===== config.mk =====
export PLATFORM = sky130hd
export DESIGN_NAME = tmr_coherent_counter
export DESIGN_NICKNAME = d
export VERILOG_FILES = /design/src/rtl/tmr_pkg.sv /design/src/rtl/tmr_prescaler.sv /design/src/rtl/tmr_counter.sv /design/src/rtl/tmr_regport.sv /design/src/rtl/tmr_coherent_counter.sv
export SDC_FILE = /design/constraint.sdc
export NUM_CORES = 1
export LEC_CHECK = 0
export BUFFER_PORTS_ARGS = -buffer_cell sky130_fd_sc_hd__buf_2
export CORE_ASPECT_RATIO = 0.9
export CORE_MARGIN = 5
export CORE_UTILIZATION = 50
export CTS_CLUSTER_SIZE = 8
export DETAILED_ROUTE_END_ITERATION = 10
export PLACE_DENSITY = 0.72
export SETUP_SLACK_MARGIN = 0.4
export SYNTH_ARGS = -nofsm -noshare
export SYNTH_HDL_FRONTEND = slang
export SYNTH_HIERARCHICAL = 1
export SYNTH_SLANG_ARGS = --single-unit

===== constraint.sdc =====
create_clock -name clk -period 3 [get_ports clk]
set_input_delay 0.6 -clock clk [delete_from_list [all_inputs] [get_ports clk]]
set_output_delay 0.6 -clock clk [all_outputs]
set_load 0.02 [all_outputs]

===== src/rtl/tmr_pkg.sv =====
package tmr_pkg;
  typedef enum logic [1:0] {
    REG_CTRL   = 2'd0,
    REG_CNT_HI = 2'd1,
    REG_CNT_LO = 2'd2,
    REG_NONE   = 2'd3
  } reg_addr_e;

  localparam int CLR_BIT = 4;
endpackage


===== src/rtl/tmr_prescaler.sv =====
module tmr_prescaler #(
  parameter int SEL_W = 3
) (
  input  logic             clk,
  input  logic             rst,
  input  logic             clr,
  input  logic [SEL_W-1:0] sel,
  input  logic             ext_clk,
  output logic             tick
);
  localparam int N_CODES = 1 << SEL_W;
  localparam int EXT_CODE = N_CODES - 1;
  localparam int DIV_W = EXT_CODE - 1;

  logic [DIV_W-1:0]   div_q;
  logic [2:0]         sync_q;
  logic               ext_rise;
  logic [N_CODES-1:0] taps;

  always_ff @(posedge clk) begin
    if (rst) sync_q <= '0;
    else     sync_q <= {sync_q[1:0], ext_clk};
  end
  assign ext_rise = sync_q[1] & ~sync_q[2];

  always_ff @(posedge clk) begin
    if (rst || clr) div_q <= '0;
    else            div_q <= div_q + 1'b1;
  end

  genvar k;
  generate
    for (k = 0; k < N_CODES; k++) begin : g_tap
      if (k == 0) begin : g_bypass
        assign taps[k] = 1'b1;
      end else if (k == EXT_CODE) begin : g_ext
        assign taps[k] = ext_rise;
      end else begin : g_div
        assign taps[k] = &div_q[k-1:0];
      end
    end
  endgenerate

  assign tick = taps[sel];
endmodule


===== src/rtl/tmr_counter.sv =====
module tmr_counter #(
  parameter int CNT_W = 16
) (
  input  logic             clk,
  input  logic             rst,
  input  logic             clr,
  input  logic             inc,
  output logic [CNT_W-1:0] count
);
  always_ff @(posedge clk) begin
    if (rst || clr) count <= '0;
    else if (inc)   count <= count + 1'b1;
  end
endmodule


===== src/rtl/tmr_regport.sv =====
module tmr_regport
  import tmr_pkg::*;
#(
  parameter int DATA_W = 8,
  parameter int SEL_W  = 3
) (
  input  logic                clk,
  input  logic                rst,
  input  logic                bus_sel,
  input  logic                bus_wr,
  input  logic [1:0]          bus_addr,
  input  logic [DATA_W-1:0]   bus_wdata,
  input  logic [2*DATA_W-1:0] count,
  output logic [SEL_W-1:0]    cfg_sel,
  output logic                cnt_clr,
  output logic                lo_latched,
  output logic [DATA_W-1:0]   lo_hold,
  output logic [DATA_W-1:0]   bus_rdata
);
  localparam logic [DATA_W-1:0] USED_MASK =
    DATA_W'((1 << SEL_W) - 1) | DATA_W'(1 << CLR_BIT);

  logic       acc_rd, acc_wr;
  reg_addr_e  addr;
  logic       wdata_unused;

  assign addr         = reg_addr_e'(bus_addr);
  assign acc_rd       = bus_sel & ~bus_wr;
  assign acc_wr       = bus_sel & bus_wr;
  assign cnt_clr      = acc_wr && (addr == REG_CTRL) && bus_wdata[CLR_BIT];
  assign wdata_unused = ^(bus_wdata & ~USED_MASK);

  always_ff @(posedge clk) begin
    if (rst) cfg_sel <= '0;
    else if (acc_wr && addr == REG_CTRL) cfg_sel <= bus_wdata[SEL_W-1:0];
  end

  always_ff @(posedge clk) begin
    if (rst) begin
      lo_latched <= 1'b0;
      lo_hold    <= '0;
    end else if (acc_rd) begin
      if (addr == REG_CNT_HI && !lo_latched) begin
        lo_latched <= 1'b1;
        lo_hold    <= count[DATA_W-1:0];
      end else if (addr == REG_CNT_LO) begin
        lo_latched <= 1'b0;
      end
    end
  end

  always_ff @(posedge clk) begin
    if (rst) begin
      bus_rdata <= '0;
    end else if (acc_rd) begin
      case (addr)
        REG_CTRL:   bus_rdata <= DATA_W'(cfg_sel);
        REG_CNT_HI: bus_rdata <= count[2*DATA_W-1:DATA_W];
        REG_CNT_LO: bus_rdata <= lo_latched ? lo_hold : count[DATA_W-1:0];
        default:    bus_rdata <= '0;
      endcase
    end
  end
endmodule


===== src/rtl/tmr_coherent_counter.sv =====
module tmr_coherent_counter #(
  parameter int DATA_W = 8,
  parameter int SEL_W  = 3
) (
  input  logic              clk,
  input  logic              rst,
  input  logic              bus_sel,
  input  logic              bus_wr,
  input  logic [1:0]        bus_addr,
  input  logic [DATA_W-1:0] bus_wdata,
  output logic [DATA_W-1:0] bus_rdata,
  input  logic              ext_clk
);
  localparam int CNT_W = 2 * DATA_W;

  logic [SEL_W-1:0]  cfg_sel;
  logic              cnt_clr;
  logic              cnt_en;
  logic [CNT_W-1:0]  count_q;
  logic              lo_latched;
  logic [DATA_W-1:0] lo_hold;

  tmr_prescaler #(.SEL_W(SEL_W)) u_presc (
    .clk(clk), .rst(rst), .clr(cnt_clr), .sel(cfg_sel),
    .ext_clk(ext_clk), .tick(cnt_en)
  );

  tmr_counter #(.CNT_W(CNT_W)) u_cnt (
    .clk(clk), .rst(rst), .clr(cnt_clr), .inc(cnt_en), .count(count_q)
  );

  tmr_regport #(.DATA_W(DATA_W), .SEL_W(SEL_W)) u_regs (
    .clk(clk), .rst(rst), .bus_sel(bus_sel), .bus_wr(bus_wr),
    .bus_addr(bus_addr), .bus_wdata(bus_wdata), .count(count_q),
    .cfg_sel(cfg_sel), .cnt_clr(cnt_clr), .lo_latched(lo_latched),
    .lo_hold(lo_hold), .bus_rdata(bus_rdata)
  );
endmodule


==> impl_metrics.toml, run 1 <==
[layout]
seqCellArea_um2 = 901
fill_cells = 373
area_delta_synth_final_pct = 8.07
diodes = 0
fin_nets = 254
multiInputGateArea_mm2 = 0.00112
drive_gt1_share_pct = 16.5
instances_no_fill = 284

[timing]
period_share_pct = 77.7
rsz0062_at_grt = "false"
maxSlewViolCount = 0
max_freq_ghz = 0.429
worstMarginPinSlew_ns = 0.764
fin_hold_ws_ns = 0.445
fin_setup_tns_ns = 0
slew_headroom_pct = 49.0
skew_ns = 0.00575
setup_violations = 0
worst_slack_ns = 0.668
hold_viol_final = 0
post-route-min-period_ns = 2.33

[logic_synthesis]
synth_seq_cells = 45
avgSynthCellArea_um2 = 9.47
synth_edf_count = 0
synth_area_mm2 = 0.00209
synth.top_cell.area_share_pct = 43.0
synth_common_cells = "dfxtp_1 (45), nor2_1 (21), a21oi_1 (16)"
yosysWarningCount = 6
yosysTopAreaCell = "dfxtp_1"
yosys.cell_types.count = 45
yosysMostFrequentCell = "dfxtp_1"
syn_nets = 240
synthTopCellsByArea = "dfxtp_1 (43%), mux2i_1 (4.8%), xor2_1 (4.2%)"
syn_inst = 221
seq_area_frac_synth_pct = 43.0
synthArstFlopShare_pct = 0
synth_ff_type = "dfxtp_1"

[placed_design]
place_inst = 276
hpwl_um = 2760
dp_slack_ns = 0.514
port_buffers = 18
gp_congestion = 0.749

[power_and_ir_drop]
powerDensity_mw_per_mm2 = 466
internal_power_mw = 0.809
p_comb_share_pct = 7.0
power_mw = 1.05
power.share.switching_pct = 23.2
seqPwrFrac_pct = 59.4
p_switching_mw = 0.245
peakVddDrop_v = 0.000228
clock_power_share_pct = 33.6
power.leakage_nw = 0.837

[global_routing]
gr-max-usage-layer = "met2"
grt-ovfl-total = 0
grt_util_met1_pct = 20.3
globalRouteMet3Util_pct = 4.15
antenna_found_initial = 0
grt_usage_pct = 15.3
grt_pass1_wl_um = 6790
grt_util_met2_pct = 23.1
grt_max_degree = 28
grt_pass1_vias = 1489

[critical_path]
crit_arrival_ns = 2.56
crit_fanout = 8
required_ns = 3.22
critical_path.endpoint_type = "flip-flop"
start_kind = "flip-flop"
critPathKind = "flip-flop to flip-flop"

[cts]
insertion_delay_ns = 0.29
root_buffer = "clkbuf_8"
cts_buffer_depth = 2
cts_tree = "yes"
cts_sinks = 45
cts.clk_slew.worst_paths_ns = 0.08
htree_levels = 2
cts_inserted_buffers = 5

[hold_path]
min_path_type = "flip-flop to flip-flop"

[floorplanning]
start_util_pct = 51.4
dieWidth_um = 78.2
die_height_um = 71.4
pin_count = 23
die_area_mm2 = 0.00558
core_mm2 = 0.00407
rows = 22

[run]
maxCapViolCount = 0

[route]
drt-initial-drc-count = 140
drtPass1Iterations = 4
wire_per_inst_um = 14.0
drc = 0
routed_wl_um = 3980
ant_nets = 0
vias = 1571
viasPerCell = 5.53

[outcome]
status = "finished, final reports clean"
## layer usage
metal / vias up / wire, µm
li1: 819 / -
met1: 716 / 2070
met2: 30 / 1680
met3: 6 / 172
met4: 0 / 65
met5: - / 0
## layout make-up
cell class | count | area share, %
Multi-Input combinational cell | 162 | 49.5
Sequential cell | 45 | 39.8
Timing Repair Buffer | 18 | 3.98
Clock buffer | 8 | 3.54
Tap cell | 48 | 2.65
Inverter | 3 | 0.498
## critical path, stage by stage, from the launching register on
cell,delay [ns]
dfxtp_1,0.41
ha_1,0.23
ha_1,0.17
inv_1,0.04
o2111ai_1,0.21
o311a_4,0.27
and4_4,0.28
nand4_1,0.17
or3_1,0.34
a21oi_1,0.13
## cells by family (layout without fill, tap and decap cells)
family,after synthesis,after routing,synth area share (%)
simple gates,83,83,23.3
xor+xnor,12,12,5.02
fa+ha+maj,4,4,2.39
flops,45,45,43.0
compound gates,46,46,13.5
buf+inv,14,29,4.12
mux,17,17,8.73
## per-stage QoR
stage | util, % | cell area (µm²)
global route | 55.5 | 2260
finish | 55.5 | 2260
detailed placement | 53.2 | 2170
global placement | 53.2 | 2170
CTS | 55.2 | 2250
floorplan | - | 2090
## timing repair
action                                  in CTS  in global routing
buffers inserted                             0                  0
endpoints found under the setup margin       0                  5
hold buffers                                 0                  0
resized for setup                            0                  3
## sequential cells by signal, summed over array words and instances, names as in the netlist
signal,flops
u_presc/sync_q,3
u_regs/lo_latched,1
u_regs/cfg_sel,3
u_cnt/count,16
u_regs/bus_rdata,8
u_regs/lo_hold,8
u_presc/div_q,6
## layout by cell type, fill, tap and decap left out, types with 2 or more instances in the layout
master	count
and2_1	4
a22oi_1	5
inv_1	3
a21oi_1	16
o21ai_0	12
and3_1	2
dfxtp_1	45
o22ai_1	3
nand2_1	14
or3_1	3
nand2b_1	2
clkbuf_1	3
nor2b_1	5
nand3b_1	9
xor2_1	10
xnor2_1	2
nor3_1	2
buf_2	18
mux2i_1	10
ha_1	4
nor2_1	21
clkbuf_8	5
mux2_2	6
nand4_1	4
nand3_1	6
a22o_1	3
## power groups by stage
| stage | Clock [mW] | Combinational [mW] | Sequential, mW |
|---|---|---|---|
| after floorplan | 0 | 0.0593 | 0.634 |
| after global placement | 0 | 0.0708 | 0.639 |
| after detailed placement | 0 | 0.0724 | 0.640 |
| after CTS | 0.370 | 0.0729 | 0.625 |
| after global routing | 0.395 | 0.0817 | 0.629 |
| final | 0.354 | 0.0740 | 0.626 |
## path summary, 6_finish.rpt
path                                   startpoint                 to  slack [ns]  cells past startpoint
worst max-delay path             u_presc/div_q[0]    u_cnt/count[14]        0.67                      9
worst min-delay path            u_presc/sync_q[0]  u_presc/sync_q[1]        0.45                      1
worst max register to register   u_presc/div_q[0]    u_cnt/count[14]        0.67                      9
worst min register to register  u_presc/sync_q[0]  u_presc/sync_q[1]        0.45                      1
Power figures use the tool's default switching activity.
==> inputs of run 2 (changes only) <==
==> constraint.sdc (replaced) <==
create_clock -name clk -period 2.35 [get_ports clk]
set_input_delay 0.47 -clock clk [delete_from_list [all_inputs] [get_ports clk]]
set_output_delay 0.47 -clock clk [all_outputs]
set_load 0.02 [all_outputs]
==> impl_metrics.toml, run 2 (synthesis results as in run 1) <==
[route]
drc = 0
routed_wl_um = 4210
viasPerCell = 5.68
drtPass1Iterations = 4
drt-initial-drc-count = 92
vias = 1677
wire_per_inst_um = 14.3
ant_nets = 0

[floorplanning]
pin_count = 23
rows = 22
die_area_mm2 = 0.00558
die_height_um = 71.4
core_mm2 = 0.00407
dieWidth_um = 78.2
start_util_pct = 51.4

[cts]
root_buffer = "clkbuf_8"
cts_sinks = 45
cts_buffer_depth = 2
cts_tree = "yes"
insertion_delay_ns = 0.30
cts_inserted_buffers = 5
cts.clk_slew.worst_paths_ns = 0.09
htree_levels = 2
hold_buffers = 0

[hold_path]
holdPathEnd = "u_presc/sync_q[0]"
whs_path_depth = 2
min_path_type = "input pin to flip-flop"
hold_start = "ext_clk"

[timing]
fin_setup_tns_ns = 0
maxSlewViolCount = 0
post-route-min-period_ns = 2.06
skew_ns = 0.00670
rsz0062_at_grt = "true"
max_freq_ghz = 0.486
worstMarginPinSlew_ns = 0.642
period_share_pct = 87.6
slew_headroom_pct = 57.1
worst_slack_ns = 0.290
hold_viol_final = 0
setup_violations = 0

[critical_path]
r2r_slack_ns = 0.29
r2r_end = "u_cnt/count[12]"
critical_path.endpoint_type = "flip-flop"
required_ns = 2.56
crit_arrival_ns = 2.26
rr_worst_depth = 11
start_kind = "flip-flop"
critPathKind = "flip-flop to flip-flop"
crit_fanout = 7
worstReg2RegStart = "u_presc/div_q[0]"

[layout]
top_register = "u_cnt/count"
fin_nets = 265
area_delta_synth_final_pct = 17.3
drive_gt1_share_pct = 26.7
layout_commonest_cell = "dfxtp_1"
diodes = 0
top_regs = "u_cnt/count x16, u_regs/bus_rdata x8, u_regs/lo_hold x8"
layout_common_cells = "dfxtp_1 (43), nor2_1 (21), buf_2 (18)"
largest_reg_flops = 16

[placed_design]
hpwl_um = 2830
dp_slack_ns = 0.0716
port_buffers = 18
gp_congestion = 0.733

[power_and_ir_drop]
power.share.switching_pct = 23.4
peakVddDrop_v = 0.000241
seqPwrFrac_pct = 53.1
power.leakage_nw = 0.899
powerDensity_mw_per_mm2 = 613
internal_power_mw = 1.15
p_switching_mw = 0.353
clock_power_share_pct = 39.3
p_comb_share_pct = 7.6

[global_routing]
grt-ovfl-total = 0
grt_usage_pct = 15.5
grt_max_degree = 27
grt_pass1_vias = 1519
grt_pass1_wl_um = 6960
antenna_found_initial = 0

[run]
maxCapViolCount = 0

[outcome]
status = "finished, final reports clean"
==> run 2: changes by cell type in the layout (fill, tap and decap cells not counted), sizes merged <==
cell	change
bufinv	+1
clkbuf	-3
clkinv	+1
buf	+11
clkinvlp	+1
==> run 2: metal layers <==
metal | global-route usage [%] | up-vias | share of wire [%]
li1 | - | 842 | -
met1 | 20.2 | 795 | 49
met2 | 24.9 | 33 | 45
met3 | 3.02 | 7 | 3.9
met4 | 7.18 | 0 | 1.8
met5 | 0 | - | 0
==> run 2: timing repair <==
action,in CTS,in global routing
gates resized for setup,10,4
gates cloned,0,0
pin swaps,10,13
setup buffers,4,3
endpoints found under the setup margin,14,14
==> run 2: through the flow <==
step	instances	hold WS [ns]	total power [mW]	util (%)	cell area, µm²
after global placement	280	0.418	0.919	54.9	2240
after global routing	295	0.391	1.58	60.3	2460
after detailed placement	280	0.425	0.922	54.9	2240
after floorplan	221	0.414	0.894	-	2150
final	295	0.375	1.51	60.3	2460
after CTS	292	0.376	1.52	59.4	2420
==> run 2: power by group through the flow <==
stage / Sequential (mW) / Clock, mW / Combinational, mW
2_1_floorplan: 0.812 / 0 / 0.0824
5_1_grt: 0.803 / 0.647 / 0.128
6_report: 0.799 / 0.592 / 0.115
3_5_place_dp: 0.819 / 0 / 0.102
3_3_place_gp: 0.818 / 0 / 0.101
4_1_cts: 0.800 / 0.609 / 0.109
==> run 2: area by class of cell <==
type	instances	area, µm²
inverters	3	11.3
repair buffers	29	180
well taps	48	60.1
fillers	369	1620
multi-input cells	162	1180
clock inverters	3	46.3
flip-flops and latches	45	906
clock buffers	5	68.8
==> run 2: worst max path at each step <==
stage	end	cells after the start	startpoint	slack, ns
2_1_floorplan	u_cnt/count[15]	10	u_presc/div_q[0]	0.22
3_3_place_gp	u_cnt/count[14]	10	u_presc/div_q[0]	0.1
3_5_place_dp	u_cnt/count[14]	10	u_presc/div_q[0]	0.07
4_1_cts	u_cnt/count[12]	11	u_presc/div_q[0]	0.32
5_1_grt	u_cnt/count[13]	10	u_presc/div_q[1]	0.19
6_report	u_cnt/count[12]	11	u_presc/div_q[0]	0.29
==> run 2: critical path: stages, from the launching register on <==
cell and delay [ns]:
dfxtp_4 0.36, ha_4 0.16, nand3_2 0.08, inv_2 0.05, ha_4 0.14, mux2_4 0.25
o311a_4 0.31, and4_4 0.19, nand4_1 0.11, buf_4 0.13, xor2_1 0.13, nor2_1 0.06
==> inputs of run 3 (changes only) <==
--- a/config.mk
+++ b/config.mk
@@ -5,15 +5,16 @@
 export SDC_FILE = /design/constraint.sdc
 export NUM_CORES = 1
 export LEC_CHECK = 0
-export BUFFER_PORTS_ARGS = -buffer_cell sky130_fd_sc_hd__buf_2
 export CORE_ASPECT_RATIO = 0.9
 export CORE_MARGIN = 5
 export CORE_UTILIZATION = 50
 export CTS_CLUSTER_SIZE = 8
 export DETAILED_ROUTE_END_ITERATION = 10
-export PLACE_DENSITY = 0.72
+export DONT_BUFFER_PORTS = 1
+export PLACE_DENSITY = 0.7
 export SETUP_SLACK_MARGIN = 0.4
 export SYNTH_ARGS = -nofsm -noshare
 export SYNTH_HDL_FRONTEND = slang
 export SYNTH_HIERARCHICAL = 1
 export SYNTH_SLANG_ARGS = --single-unit
+export TNS_END_PERCENT = 10
==> constraint.sdc (replaced) <==
create_clock -name clk -period 1.8 [get_ports clk]
set_input_delay 0.36 -clock clk [delete_from_list [all_inputs] [get_ports clk]]
set_output_delay 0.36 -clock clk [all_outputs]
set_load 0.02 [all_outputs]
==> impl_metrics.toml, run 3 (synthesis results as in run 1) <==
[outcome]
status = "finished, violations left"
violations = "negative setup slack"

[hold_path]
hold_start = "rst"
min_path_type = "input pin to flip-flop"
whs_path_depth = 1

[cts]
cts.clk_slew.worst_paths_ns = 0.09
cts_tree = "yes"
cts_sinks = 45
htree_levels = 2
cts_inserted_buffers = 5
insertion_delay_ns = 0.31
root_buffer = "clkbuf_8"
cts_buffer_depth = 2

[layout]
fill_cells = 366
largest_reg_flops = 16
top_regs = "u_cnt/count x16, u_regs/bus_rdata x8, u_regs/lo_hold x8"
drive_gt1_share_pct = 23.9
fin_nets = 256
top_register = "u_cnt/count"
final_util_pct = 59.1
area_delta_synth_final_pct = 15.0
diodes = 0
fin_area_mm2 = 0.00241
layout_commonest_cell = "dfxtp_1"
layout_common_cells = "dfxtp_1 (43), nor2_1 (21), buf_4 (19)"

[timing]
rsz0062_at_grt = "true"
worstMarginPinSlew_ns = 0.360
hold_viol_final = 0
period_share_pct = 115
skew_ns = 0.0105
max_freq_ghz = 0.483
post-route-min-period_ns = 2.07
worst_slack_ns = -0.269
setup_violations = 14
fin_setup_tns_ns = -2.37
maxSlewViolCount = 0
slew_headroom_pct = 75.8

[critical_path]
critPathKind = "flip-flop to flip-flop"
path_delay_family = "simple AND/OR/NAND/NOR gates"
max_stage_delay_ns = 0.34
crit_end = "u_cnt/count[12]"
crit_fanout = 7
crit_arrival_ns = 2.26
start_kind = "flip-flop"
critical_path.endpoint_type = "flip-flop"
crit_path_start = "u_presc/div_q[0]"
worstReg2RegStart = "u_presc/div_q[0]"
worst_path_most_repeated_cell = "ha_4"
r2r_end = "u_cnt/count[12]"
critical_path_depth = 11
crit_buf_inv = 2
required_ns = 1.99
crit_chain = "ha_4, nand3_2, inv_2, ha_4, mux2_4, o311a_4, and4_4, nand4_1, buf_4, xor2_1, nor2_1"
crit_slowest_cell = "dfxtp_2"
r2r_slack_ns = -0.27
rr_worst_depth = 11

[run]
maxCapViolCount = 0

[global_routing]
gr-max-usage-layer = "met2"
grt_util_met2_pct = 25.7
antenna_found_initial = 0
grt_pass1_wl_um = 7230
grt-ovfl-total = 0
grt_pass1_vias = 1582
grt_max_degree = 28
grt_util_met1_pct = 21.1
grt_usage_pct = 15.9
globalRouteMet3Util_pct = 3.02

[placed_design]
hpwl_um = 3010
dpl-instance-area_mm2 = 0.00223
gp_congestion = 0.786
port_buffers = 0

[power_and_ir_drop]
powerDensity_mw_per_mm2 = 749
power.leakage_nw = 0.848
peakVddDrop_v = 0.000479
power_mw = 1.80

[route]
vias = 1622
drtPass1Iterations = 4
routed_wl_um = 4320
ant_nets = 0
viasPerCell = 5.67
wire_per_inst_um = 15.1
drt-initial-drc-count = 91
drc = 0

[floorplanning]
die_area_mm2 = 0.00558
die_height_um = 71.4
core_mm2 = 0.00407
pin_count = 23
rows = 22
start_util_pct = 51.4
dieWidth_um = 78.2
## run 3: worst reg2reg max path, stage by stage, from the launching register on
cell	delay, ns
dfxtp_2	0.34
ha_4	0.17
nand3_2	0.07
inv_2	0.05
ha_4	0.14
mux2_4	0.25
o311a_4	0.31
and4_4	0.18
nand4_1	0.13
buf_4	0.13
xor2_1	0.13
nor2_1	0.06
## run 3: metal layers
| metal | wire length (µm) | part of all wire (%) |
|---|---|---|
| met1 | 2250 | 52 |
| met2 | 1860 | 43 |
| met3 | 122 | 2.8 |
| met5 | 0 | 0 |
| met4 | 77 | 1.8 |
## run 3: area by class of cell
class	instances	area (µm²)	area share, %
clock inverters	3	21.3	0.884
inverters	3	11.3	0.468
well taps	48	60.1	2.49
clock buffers	5	68.8	2.86
multi-input cells	162	1190	49.4
repair buffers	20	154	6.39
flip-flops and latches	45	903	37.5
## run 3: how the worst min path moves through the flow
stage,endpoint,slack (ns)
3_3_place_gp,u_presc/sync_q[1],0.42
6_report,u_regs/lo_hold[0],0.11
3_5_place_dp,u_presc/sync_q[1],0.43
5_1_grt,u_regs/lo_hold[0],0.10
4_1_cts,u_regs/lo_hold[1],0.10
2_1_floorplan,u_presc/sync_q[1],0.41
## run 3: timing repair
item,4_1_cts,5_1_grt
resized for setup,9,5
hold buffers,0,0
setup buffers,3,1
setup endpoints to repair,16,17
pin swaps,12,8
## run 3: power breakdown
part | leakage (nW) | internal, mW | switching (mW)
Clock | 0.0445 | 0.276 | 0.362
Sequential | 0.365 | 1.02 | 0.0244
Combinational | 0.439 | 0.0651 | 0.0590
## run 3: stage by stage
step	setup slack, ns	hold slack (ns)	instances
4_1_cts	-0.283	0.103	285
6_report	-0.269	0.114	286
3_3_place_gp	-0.350	0.418	274
3_5_place_dp	-0.431	0.427	274
2_1_floorplan	-0.331	0.414	221
5_1_grt	-0.376	0.101	286
